## src/rtl/bb_pkg.sv

```systemverilog
package bb_pkg;

  localparam int DATA_W  = 32;
  localparam int LANES   = DATA_W / 8;

  localparam logic [1:0] SIZE_BYTE = 2'd0;
  localparam logic [1:0] SIZE_HALF = 2'd1;
  localparam logic [1:0] SIZE_WORD = 2'd2;

  typedef enum logic [2:0] {
    ST_IDLE,
    ST_PASS_RD,
    ST_ALIAS_RD,
    ST_ALIAS_WB,
    ST_RESP
  } bbState_t;

  typedef struct packed {
    logic latchReq;
    logic issueRd;
    logic issueWr;
    logic writeBack;
    logic capPass;
    logic capAlias;
  } bbCtl_t;

endpackage

```

## src/rtl/bb_decode.sv

```systemverilog
module bb_decode
  import bb_pkg::*;
#(
  parameter int               ADDR_W     = 32,
  parameter int               TGT_AW     = 15,
  parameter logic [ADDR_W-1:0] TGT_BASE   = 32'h2000_0000,
  parameter logic [ADDR_W-1:0] ALIAS_BASE = 32'h2200_0000
) (
  input  logic [ADDR_W-1:0] addr,
  input  logic [1:0]        size,
  input  logic              isCpu,
  output logic              aliasHit,
  output logic              aliasBad,
  output logic [ADDR_W-1:0] tgtWordAddr,
  output logic [1:0]        tgtLane,
  output logic [2:0]        tgtBit,
  output logic [ADDR_W-1:0] passWordAddr,
  output logic [LANES-1:0]  passBe
);

  localparam int OFF_W = TGT_AW + 5;

  logic [ADDR_W-1:0] offset;
  logic [TGT_AW-1:0] byteIdx;
  logic [ADDR_W-1:0] tgtByte;

  assign offset   = addr - ALIAS_BASE;
  assign aliasHit = (offset[ADDR_W-1:OFF_W] == '0);
  assign byteIdx  = offset[OFF_W-1:5];
  assign tgtBit   = offset[4:2];
  assign tgtByte  = TGT_BASE + {{(ADDR_W-TGT_AW){1'b0}}, byteIdx};
  assign tgtLane  = tgtByte[1:0];
  assign tgtWordAddr  = {tgtByte[ADDR_W-1:2], 2'b00};
  assign passWordAddr = {addr[ADDR_W-1:2], 2'b00};

  assign aliasBad = aliasHit &&
                    (!isCpu || (size != SIZE_WORD) || (offset[1:0] != 2'b00));

  always_comb begin
    unique case (size)
      SIZE_BYTE: passBe = 4'b0001 << addr[1:0];
      SIZE_HALF: passBe = 4'b0011 << {addr[1], 1'b0};
      default:   passBe = 4'b1111;
    endcase
  end

endmodule

```

## src/rtl/bb_ctrl.sv

```systemverilog
module bb_ctrl
  import bb_pkg::*;
(
  input  logic   clk,
  input  logic   rstN,
  input  logic   reqValid,
  input  logic   reqWrite,
  input  logic   aliasHit,
  input  logic   aliasBad,
  output logic   reqReady,
  output logic   rspValid,
  output bbCtl_t ctl
);

  bbState_t state, stateNext;
  logic     wrFlag;

  always_comb begin
    ctl       = '0;
    stateNext = state;
    unique case (state)
      ST_IDLE: begin
        if (reqValid) begin
          ctl.latchReq = 1'b1;
          if (aliasBad) begin
            stateNext = ST_RESP;
          end else if (aliasHit) begin
            ctl.issueRd = 1'b1;
            stateNext   = ST_ALIAS_RD;
          end else if (reqWrite) begin
            ctl.issueWr = 1'b1;
            stateNext   = ST_RESP;
          end else begin
            ctl.issueRd = 1'b1;
            stateNext   = ST_PASS_RD;
          end
        end
      end
      ST_PASS_RD: begin
        ctl.capPass = 1'b1;
        stateNext   = ST_RESP;
      end
      ST_ALIAS_RD: begin
        ctl.capAlias = 1'b1;
        stateNext    = wrFlag ? ST_ALIAS_WB : ST_RESP;
      end
      ST_ALIAS_WB: begin
        ctl.issueWr   = 1'b1;
        ctl.writeBack = 1'b1;
        stateNext     = ST_RESP;
      end
      ST_RESP:  stateNext = ST_IDLE;
      default:  stateNext = ST_IDLE;
    endcase
  end

  always_ff @(posedge clk) begin
    if (!rstN) begin
      state  <= ST_IDLE;
      wrFlag <= 1'b0;
    end else begin
      state <= stateNext;
      if (ctl.latchReq) wrFlag <= reqWrite;
    end
  end

  assign reqReady = (state == ST_IDLE);
  assign rspValid = (state == ST_RESP);

endmodule

```

## src/rtl/bb_datapath.sv

```systemverilog
module bb_datapath
  import bb_pkg::*;
#(
  parameter int ADDR_W = 32
) (
  input  logic              clk,
  input  logic              rstN,
  input  bbCtl_t            ctl,
  input  logic              reqWrite,
  input  logic [DATA_W-1:0] reqWdata,
  input  logic              aliasHit,
  input  logic              aliasBad,
  input  logic [ADDR_W-1:0] tgtWordAddr,
  input  logic [1:0]        tgtLane,
  input  logic [2:0]        tgtBit,
  input  logic [ADDR_W-1:0] passWordAddr,
  input  logic [LANES-1:0]  passBe,
  input  logic [DATA_W-1:0] memRdata,
  output logic              memRd,
  output logic              memWr,
  output logic [ADDR_W-1:0] memAddr,
  output logic [LANES-1:0]  memBe,
  output logic [DATA_W-1:0] memWdata,
  output logic              rspErr,
  output logic [DATA_W-1:0] rspRdata
);

  logic [ADDR_W-1:0] wbAddr;
  logic [1:0]        wbLane;
  logic [2:0]        wbBit;
  logic              wbVal;
  logic              wasWrite;
  logic [7:0]        wbByte;
  logic [7:0]        newByte;
  logic [7:0]        rdLane [LANES];
  logic [7:0]        laneByte;
  logic [DATA_W-1:0] rspData;
  logic              errR;

  for (genvar g = 0; g < LANES; g++) begin : g_lane
    assign rdLane[g] = memRdata[8*g +: 8];
  end

  assign laneByte = rdLane[wbLane];

  always_comb begin
    newByte        = wbByte;
    newByte[wbBit] = wbVal;
  end

  always_ff @(posedge clk) begin
    if (!rstN) begin
      wbAddr   <= '0;
      wbLane   <= '0;
      wbBit    <= '0;
      wbVal    <= 1'b0;
      wasWrite <= 1'b0;
      wbByte   <= '0;
      rspData  <= '0;
      errR     <= 1'b0;
    end else begin
      if (ctl.latchReq) begin
        wbAddr   <= tgtWordAddr;
        wbLane   <= tgtLane;
        wbBit    <= tgtBit;
        wbVal    <= reqWdata[0];
        wasWrite <= reqWrite;
        rspData  <= '0;
        errR     <= aliasBad;
      end
      if (ctl.capPass) rspData <= memRdata;
      if (ctl.capAlias) begin
        wbByte <= laneByte;
        if (!wasWrite) rspData <= {{(DATA_W-1){1'b0}}, laneByte[wbBit]};
      end
    end
  end

  assign memRd    = ctl.issueRd;
  assign memWr    = ctl.issueWr;
  assign memAddr  = ctl.writeBack ? wbAddr
                  : (aliasHit ? tgtWordAddr : passWordAddr);
  assign memBe    = ctl.writeBack ? (4'b0001 << wbLane)
                  : (aliasHit ? 4'b1111 : passBe);
  assign memWdata = ctl.writeBack ? {LANES{newByte}} : reqWdata;
  assign rspErr   = errR;
  assign rspRdata = rspData;

endmodule

```

## src/rtl/bitband_xlate.sv

```systemverilog
module bitband_xlate
  import bb_pkg::*;
#(
  parameter int               ADDR_W     = 32,
  parameter int               TGT_AW     = 15,
  parameter logic [ADDR_W-1:0] TGT_BASE   = 32'h2000_0000,
  parameter logic [ADDR_W-1:0] ALIAS_BASE = 32'h2200_0000
) (
  input  logic              clk,
  input  logic              rstN,
  input  logic              reqValid,
  output logic              reqReady,
  input  logic              reqWrite,
  input  logic              reqIsCpu,
  input  logic [1:0]        reqSize,
  input  logic [ADDR_W-1:0] reqAddr,
  input  logic [31:0]       reqWdata,
  output logic              rspValid,
  output logic              rspErr,
  output logic [31:0]       rspRdata,
  output logic              memRd,
  output logic              memWr,
  output logic [ADDR_W-1:0] memAddr,
  output logic [3:0]        memBe,
  output logic [31:0]       memWdata,
  input  logic [31:0]       memRdata
);

  logic              aliasHit;
  logic              aliasBad;
  logic [ADDR_W-1:0] tgtWordAddr;
  logic [1:0]        tgtLane;
  logic [2:0]        tgtBit;
  logic [ADDR_W-1:0] passWordAddr;
  logic [LANES-1:0]  passBe;
  bbCtl_t            ctl;

  bb_decode #(
    .ADDR_W(ADDR_W), .TGT_AW(TGT_AW),
    .TGT_BASE(TGT_BASE), .ALIAS_BASE(ALIAS_BASE)
  ) u_decode (
    .addr(reqAddr), .size(reqSize), .isCpu(reqIsCpu),
    .aliasHit(aliasHit), .aliasBad(aliasBad),
    .tgtWordAddr(tgtWordAddr), .tgtLane(tgtLane), .tgtBit(tgtBit),
    .passWordAddr(passWordAddr), .passBe(passBe)
  );

  bb_ctrl u_ctrl (
    .clk(clk), .rstN(rstN),
    .reqValid(reqValid), .reqWrite(reqWrite),
    .aliasHit(aliasHit), .aliasBad(aliasBad),
    .reqReady(reqReady), .rspValid(rspValid), .ctl(ctl)
  );

  bb_datapath #(.ADDR_W(ADDR_W)) u_dp (
    .clk(clk), .rstN(rstN), .ctl(ctl),
    .reqWrite(reqWrite), .reqWdata(reqWdata),
    .aliasHit(aliasHit), .aliasBad(aliasBad),
    .tgtWordAddr(tgtWordAddr), .tgtLane(tgtLane), .tgtBit(tgtBit),
    .passWordAddr(passWordAddr), .passBe(passBe),
    .memRdata(memRdata),
    .memRd(memRd), .memWr(memWr), .memAddr(memAddr),
    .memBe(memBe), .memWdata(memWdata),
    .rspErr(rspErr), .rspRdata(rspRdata)
  );

endmodule

```

## config.mk

```make
export PLATFORM = sky130hd
export DESIGN_NAME = bitband_xlate
export DESIGN_NICKNAME = d
export VERILOG_FILES = /design/src/rtl/bb_pkg.sv /design/src/rtl/bb_decode.sv /design/src/rtl/bb_ctrl.sv /design/src/rtl/bb_datapath.sv /design/src/rtl/bitband_xlate.sv
export SDC_FILE = /design/constraint.sdc
export NUM_CORES = 1
export LEC_CHECK = 0
export CAP_MARGIN = 20
export CORE_UTILIZATION = 42
export DETAILED_ROUTE_END_ITERATION = 10
export PLACE_DENSITY_LB_ADDON = 0.2
export SETUP_SLACK_MARGIN = 0.4
export SLEW_MARGIN = 10
export SYNTH_ARGS = -nofsm -noshare
export SYNTH_HDL_FRONTEND = slang
export SYNTH_SLANG_ARGS = --single-unit
```

## constraint.sdc

```tcl
create_clock -name clk -period 8.2 [get_ports clk]
set_input_delay 1.64 -clock clk [delete_from_list [all_inputs] [get_ports clk]]
set_output_delay 1.64 -clock clk [all_outputs]
set_load 0.01 [all_outputs]
```

==> results.sh, run 1 <==
export IMPL_insertion_delay_ps=350
export IMPL_fin_crit_sh=0.793
export IMPL_overflow=0
export IMPL_yosysTopAreaCell="dfxtp_1"
export IMPL_setup_tns_ps=0
export IMPL_h_tree_depth=3
export IMPL_cts_root_buf="clkbuf_8"
export IMPL_area_growth_pct=61.2
export IMPL_via_count=4277
export IMPL_path_clk_slew_ps=60
export IMPL_slew_headroom=0.303
export IMPL_die_x_um=96.1
export IMPL_antenna_found_initial=0
export IMPL_synthAdderAreaFrac=0.00337
export IMPL_synth_commonest_cells="129 x nand2_1, 65 x dfxtp_1, 41 x a21oi_1"
export IMPL_ys_types=46
export IMPL_period_needed_ps=6500
export IMPL_place_congestion=0.789
export IMPL_die_h_um=96.1
export IMPL_synthMuxAreaShare=0.0731
export IMPL_finalNetCount=783
export IMPL_final_max_slew_viol_count=0
export IMPL_synthArstFlopShare=0
export IMPL_drc_errors=0
export IMPL_hold_depth=2
export IMPL_ant_nets=0
export IMPL_grt_pass1_vias=3857
export IMPL_cts_sinks=65
export IMPL_min_path_type="register to register"
export IMPL_cts_made_buffers=9
export IMPL_grt_usage=0.263
export IMPL_cp_data_required_time_ps=6560
export IMPL_fmax_mhz=154
export IMPL_yosysSeqAreaShare=0.350
export IMPL_finalClockSkew_ps=10.3
export IMPL_power_density_nw_per_um2=134
export IMPL_post_dp_cell_area_sq_um=5800
export IMPL_rows=33
export IMPL_crit_path_start_kind="primary input"
export IMPL_final_cell_area_sq_um=5990
export IMPL_rsz0062_at_grt="false"
export IMPL_path_class="primary input to primary output"
export IMPL_post_cts_setup_buffers=0
export IMPL_status="completed"
export IMPL_wl_per_cell_um=15.4
export IMPL_synth_warnings=0
export IMPL_grt_first_pass_wirelength_mm=18.7
export IMPL_synthCells=501
export IMPL_tritoncts="built"
export IMPL_synth_edff_count=0
export IMPL_synth_top_family_by_area="simple AND/OR/NAND/NOR gates"
export IMPL_cp_arrival_ps=4860
export IMPL_r2r_worst_path_cells=4
export IMPL_die_area_sq_um=9230
export IMPL_synth_compound_area_frac=0.228
export IMPL_initial_core_util=0.443
export IMPL_tightest_slew_ps=1040
export IMPL_hpwl_mm=8.94
export IMPL_drv_cap=0
export IMPL_cts_hold_buf=0
export IMPL_first_pass_iters=5
export IMPL_antennaDiodeCount=0
export IMPL_ys_ff_latch=65
export IMPL_end_kind="primary output"
export IMPL_coreArea_sq_um=8380
export IMPL_drive_gt1_frac=0.0585
export IMPL_grt_max_degree=93
export IMPL_drt_iter0_markers=208
export IMPL_avgSynthCellArea_sq_um=7.42
export IMPL_num_io_pins=208
export IMPL_ctsResizeCount=0
export IMPL_cp_max_fo=25
export IMPL_synth_simple_gate_area_frac=0.286
export IMPL_syn_cell_area_sq_um=3720
export IMPL_synth_most_common_cell="nand2_1"
export IMPL_leakage_nw=2.29
export IMPL_port_buffer_count=205
export IMPL_hold_viol=0
export IMPL_routed_wirelength_mm=12.2
export IMPL_synth_xor_xnor_area_share=0.00236
export IMPL_ir_drop_uv=105
export IMPL_cts_max_path_buffers=2
export IMPL_netlist_area_leader_share=0.350
export IMPL_synthTopCellsByArea="dfxtp_1 35%, nand2_1 13%, a21boi_0 5.9%, a21o_1 5.7%, a21oi_1 5.5%"
export IMPL_viasPerCell=5.42
export IMPL_synth_flop_cell="dfxtp_1"
export IMPL_setup_viol=0
## critical path, stage by stage
cell	delay [ps]
clkdlybuf4s50_1	490
inv_1	50
ha_1	270
or4bb_1	530
or4_1	790
or2_0	350
a21oi_1	150
clkdlybuf4s50_1	580
## cells in the final DEF, fill, tap and decap left out, types with 2 or more instances in the layout
cell type,n
nand2b_1,3
a21o_1,28
or3b_2,2
mux4_2,8
nor2_1,23
mux2i_1,8
conb_1,2
inv_1,9
o211ai_1,2
clkbuf_8,9
a21boi_0,29
nand3_1,36
nor3_1,5
nand4b_1,2
nand3b_1,2
a21oi_1,41
clkinv_2,2
and3_1,8
clkdlybuf4s50_1,205
nor3b_1,4
dfxtp_1,65
clkinvlp_4,3
o21ai_0,4
buf_4,4
nand2_1,128
a31oi_1,18
and2_1,8
## sequential cells by signal (all words and copies together), names as in the netlist, 2 cells and up
signal / flops
u_ctrl.state: 3
u_dp.rspRdata: 32
u_dp.wbAddr: 14
u_dp.wbLane: 2
u_dp.wbBit: 3
u_dp.wbByte: 8
## routing by layer
metal / GRT usage / wire (um) / up-vias
li1: - / - / 2086
met1: 0.307 / 4840 / 1973
met2: 0.456 / 5890 / 192
met3: 0.0719 / 1160 / 26
met4: 0.0983 / 297 / 0
met5: 0 / 0 / -
## path summary, 6_finish.rpt
check	start	end	slack, ps
setup reg to reg	u_dp.wbLane[0]	u_dp.rspRdata[0]	5930
hold reg to reg	u_dp.rspErr	u_dp.rspErr	460
hold / removal	u_dp.rspErr	u_dp.rspErr	460
setup / recovery	reqAddr[25]	memRd	1700
## where the power goes
group	switching (mW)	internal, mW
Combinational	0.0760	0.113
Clock	0.132	0.140
Sequential	0.0136	0.327
Total	0.221	0.579
## through the flow
| stage | cells | worst slack, ps | hold WS (ps) | util | power (mW) |
|---|---|---|---|---|---|
| 6_report | 789 | 1700 | 463 | 0.715 | 0.800 |
| 5_1_grt | 789 | 1590 | 482 | 0.715 | 0.835 |
| 2_1_floorplan | 502 | 3140 | 437 | - | 0.421 |
| 3_3_place_gp | 772 | 1790 | 448 | 0.690 | 0.531 |
| 3_5_place_dp | 773 | 1710 | 455 | 0.691 | 0.535 |
| 4_1_cts | 789 | 1690 | 468 | 0.715 | 0.803 |
## cell type report
cell class              instances  area (sq um)
clock buffers                   9           124
flip-flops and latches         65          1300
inverters                       9          33.8
repair buffers                210          2100
clock inverters                 7          71.3
well taps                     105           131
multi-input cells             384          2230
fillers                       677          2390
## kinds of logic (layout without fill, tap and decap cells)
family	after synthesis	after routing
AND/OR/NAND/NOR	233	233
AO/OA/AOI/OAI	130	130
flip-flops	65	65
buffers and inverters	53	235
multiplexers	17	17
adder cells (fa/ha/maj)	1	1
other	1	2
XOR/XNOR	1	1
Note: power is estimated with default switching activity, not from simulation.
==> inputs of run 2 (changes only) <==
- CORE_UTILIZATION: 42 -> 39
- clock period: 8.2 -> 6.2 ns (I/O delays scaled with it)
==> run 2 against run 1 <==
Against the previous run:
- utilization is 6.3 points lower
- worst setup slack worse by 910 ps
- register-to-register slack worse by 2000 ps
- sequential share of layout area decreased by 0.11 points
- critical path depth increased by 1
- design area rose by 0.52%
- power increased by 28%
==> results.sh, run 2 (synthesized netlist as in run 1, its figures left out) <==
export IMPL_mostFrequentLayoutCells="205 x clkdlybuf4s50_1, 128 x nand2_1, 65 x dfxtp_1, 41 x a21oi_1, 36 x nand3_1"
export IMPL_end_kind="primary output"
export IMPL_drv_cap=0
export IMPL_cp_arrival_ps=4170
export IMPL_hold_viol=0
export IMPL_place_worst_setup_slack_ps=796
export IMPL_cts_root_buf="clkbuf_8"
export IMPL_r2r_worst_path_cells=4
export IMPL_fmax_mhz=185
export IMPL_drive_gt1_frac=0.0626
export IMPL_r2r_slack_ps=3930
export IMPL_overflow=0
export IMPL_cp_data_required_time_ps=4960
export IMPL_drt_iter0_markers=167
export IMPL_grt_max_degree=93
export IMPL_finalClockSkew_ps=6.75
export IMPL_setup_slack_ps=792
export IMPL_path_clk_slew_ps=70
export IMPL_cts_hold_buf=0
export IMPL_setup_viol=0
export IMPL_crit_path_start_kind="primary input"
export IMPL_min_path_type="register to register"
export IMPL_ant_nets=0
export IMPL_grt_first_pass_wirelength_mm=19.9
export IMPL_antennaDiodeCount=0
export IMPL_r2r_start="u_dp.wbLane[0]"
export IMPL_drc_errors=0
export IMPL_num_io_pins=208
export IMPL_post_cts_setup_buffers=0
export IMPL_period_needed_ps=5410
export IMPL_rsz0062_at_grt="false"
export IMPL_status="completed"
export IMPL_first_pass_iters=4
export IMPL_rows=35
export IMPL_tritoncts="built"
export IMPL_hold_depth=2
export IMPL_max_stage_delay_ps=540
export IMPL_tightest_slew_ps=1020
export IMPL_hp_start="u_dp.rspRdata[19]"
export IMPL_cp_max_fo=25
export IMPL_wl_per_cell_um=15.2
export IMPL_insertion_delay_ps=340
export IMPL_ir_drop_uv=117
export IMPL_viasPerCell=5.28
export IMPL_crit_path_frequent_cell="clkdlybuf4s50_1"
export IMPL_r2r_end="u_dp.rspRdata[0]"
export IMPL_via_count=4312
export IMPL_cts_sinks=65
export IMPL_final_max_slew_viol_count=0
export IMPL_h_tree_depth=3
export IMPL_fin_util=0.652
export IMPL_crit_chain="clkdlybuf4s50_1 > inv_1 > ha_1 > or4bb_1 > or4_1 > buf_4 > or2_0 > a21oi_1 > clkdlybuf4s50_1"
export IMPL_area_growth_pct=62.1
export IMPL_leakage_nw=2.30
export IMPL_finalNetCount=786
export IMPL_path_class="primary input to primary output"
export IMPL_port_buffer_count=205
export IMPL_hold_end="u_dp.rspRdata[19]"
export IMPL_routed_wirelength_mm=12.4
export IMPL_hpwl_mm=9.10
export IMPL_slew_headroom=0.318
export IMPL_grt_usage=0.251
export IMPL_cts_made_buffers=9
export IMPL_die_x_um=99.6
export IMPL_die_area_sq_um=9920
export IMPL_setup_tns_ps=0
export IMPL_antenna_found_initial=0
export IMPL_final_common_cell="clkdlybuf4s50_1"
export IMPL_ctsResizeCount=0
export IMPL_largest_register_ffs=32
export IMPL_place_congestion=0.851
export IMPL_power_density_nw_per_um2=171
export IMPL_initial_core_util=0.402
export IMPL_fin_crit_sh=0.872
export IMPL_die_h_um=99.6
export IMPL_coreArea_sq_um=9240
export IMPL_cts_max_path_buffers=2
export IMPL_critPathSlowestCell="clkdlybuf4s50_1"
export IMPL_grt_pass1_vias=3999
[run 2: cell count changes in the layout (fill, tap and decap cells not counted)]
cell        delta
nand3_2        +1
bufinv_16      -1
clkinv_2       +1
buf_4          +3
clkinv_4       -1
clkbuf_8       +2
clkinvlp_4     -1
nand3_4        -1
[run 2: worst max-delay path by stage]
stage          cells after the start     endpoint   startpoint
6_report                           9        memRd  reqAddr[25]
5_1_grt                            9        memRd  reqAddr[25]
4_1_cts                            9        memRd  reqAddr[25]
3_5_place_dp                       9        memRd  reqAddr[25]
3_3_place_gp                       9        memRd  reqAddr[25]
2_1_floorplan                      7  memAddr[10]  reqAddr[25]
[run 2: layout make-up]
cell class | instances | area, sq um
Tap cell | 129 | 161
Multi-Input combinational cell | 384 | 2220
Timing Repair Buffer | 213 | 2120
Clock inverter | 5 | 30.0
Sequential cell | 65 | 1300
Clock buffer | 11 | 151
Fill cell | 808 | 3220
Inverter | 9 | 33.8
[run 2: per-layer routing]
metal / GRT usage / vias up / part of all wire
met5: 0 / - / 0
li1: - / 2095 / -
met2: 0.426 / 173 / 0.48
met4: 0.104 / 0 / 0.028
met1: 0.306 / 2020 / 0.42
met3: 0.0562 / 24 / 0.070
[run 2: metrics by stage]
stage | hold WS, ps | instances | cell area [sq um] | power (mW)
2_1_floorplan | 437 | 502 | 3720 | 0.556
3_3_place_gp | 452 | 799 | 5830 | 0.705
6_report | 466 | 816 | 6020 | 1.03
4_1_cts | 469 | 816 | 6020 | 1.04
3_5_place_dp | 460 | 800 | 5840 | 0.710
5_1_grt | 487 | 816 | 6020 | 1.07
[run 2: critical path: cells and delay by family]
kind	cells	cell delay [ps]
adders and majority gates	1	270
and+or+nand+nor	3	1200
buffers and inverters	4	1320
AOI/OAI and AO/OA	1	140
[run 2: report_power, final]
part	internal [mW]	switching, mW
registers	0.432	0.0182
logic	0.150	0.101
clock network	0.165	0.161
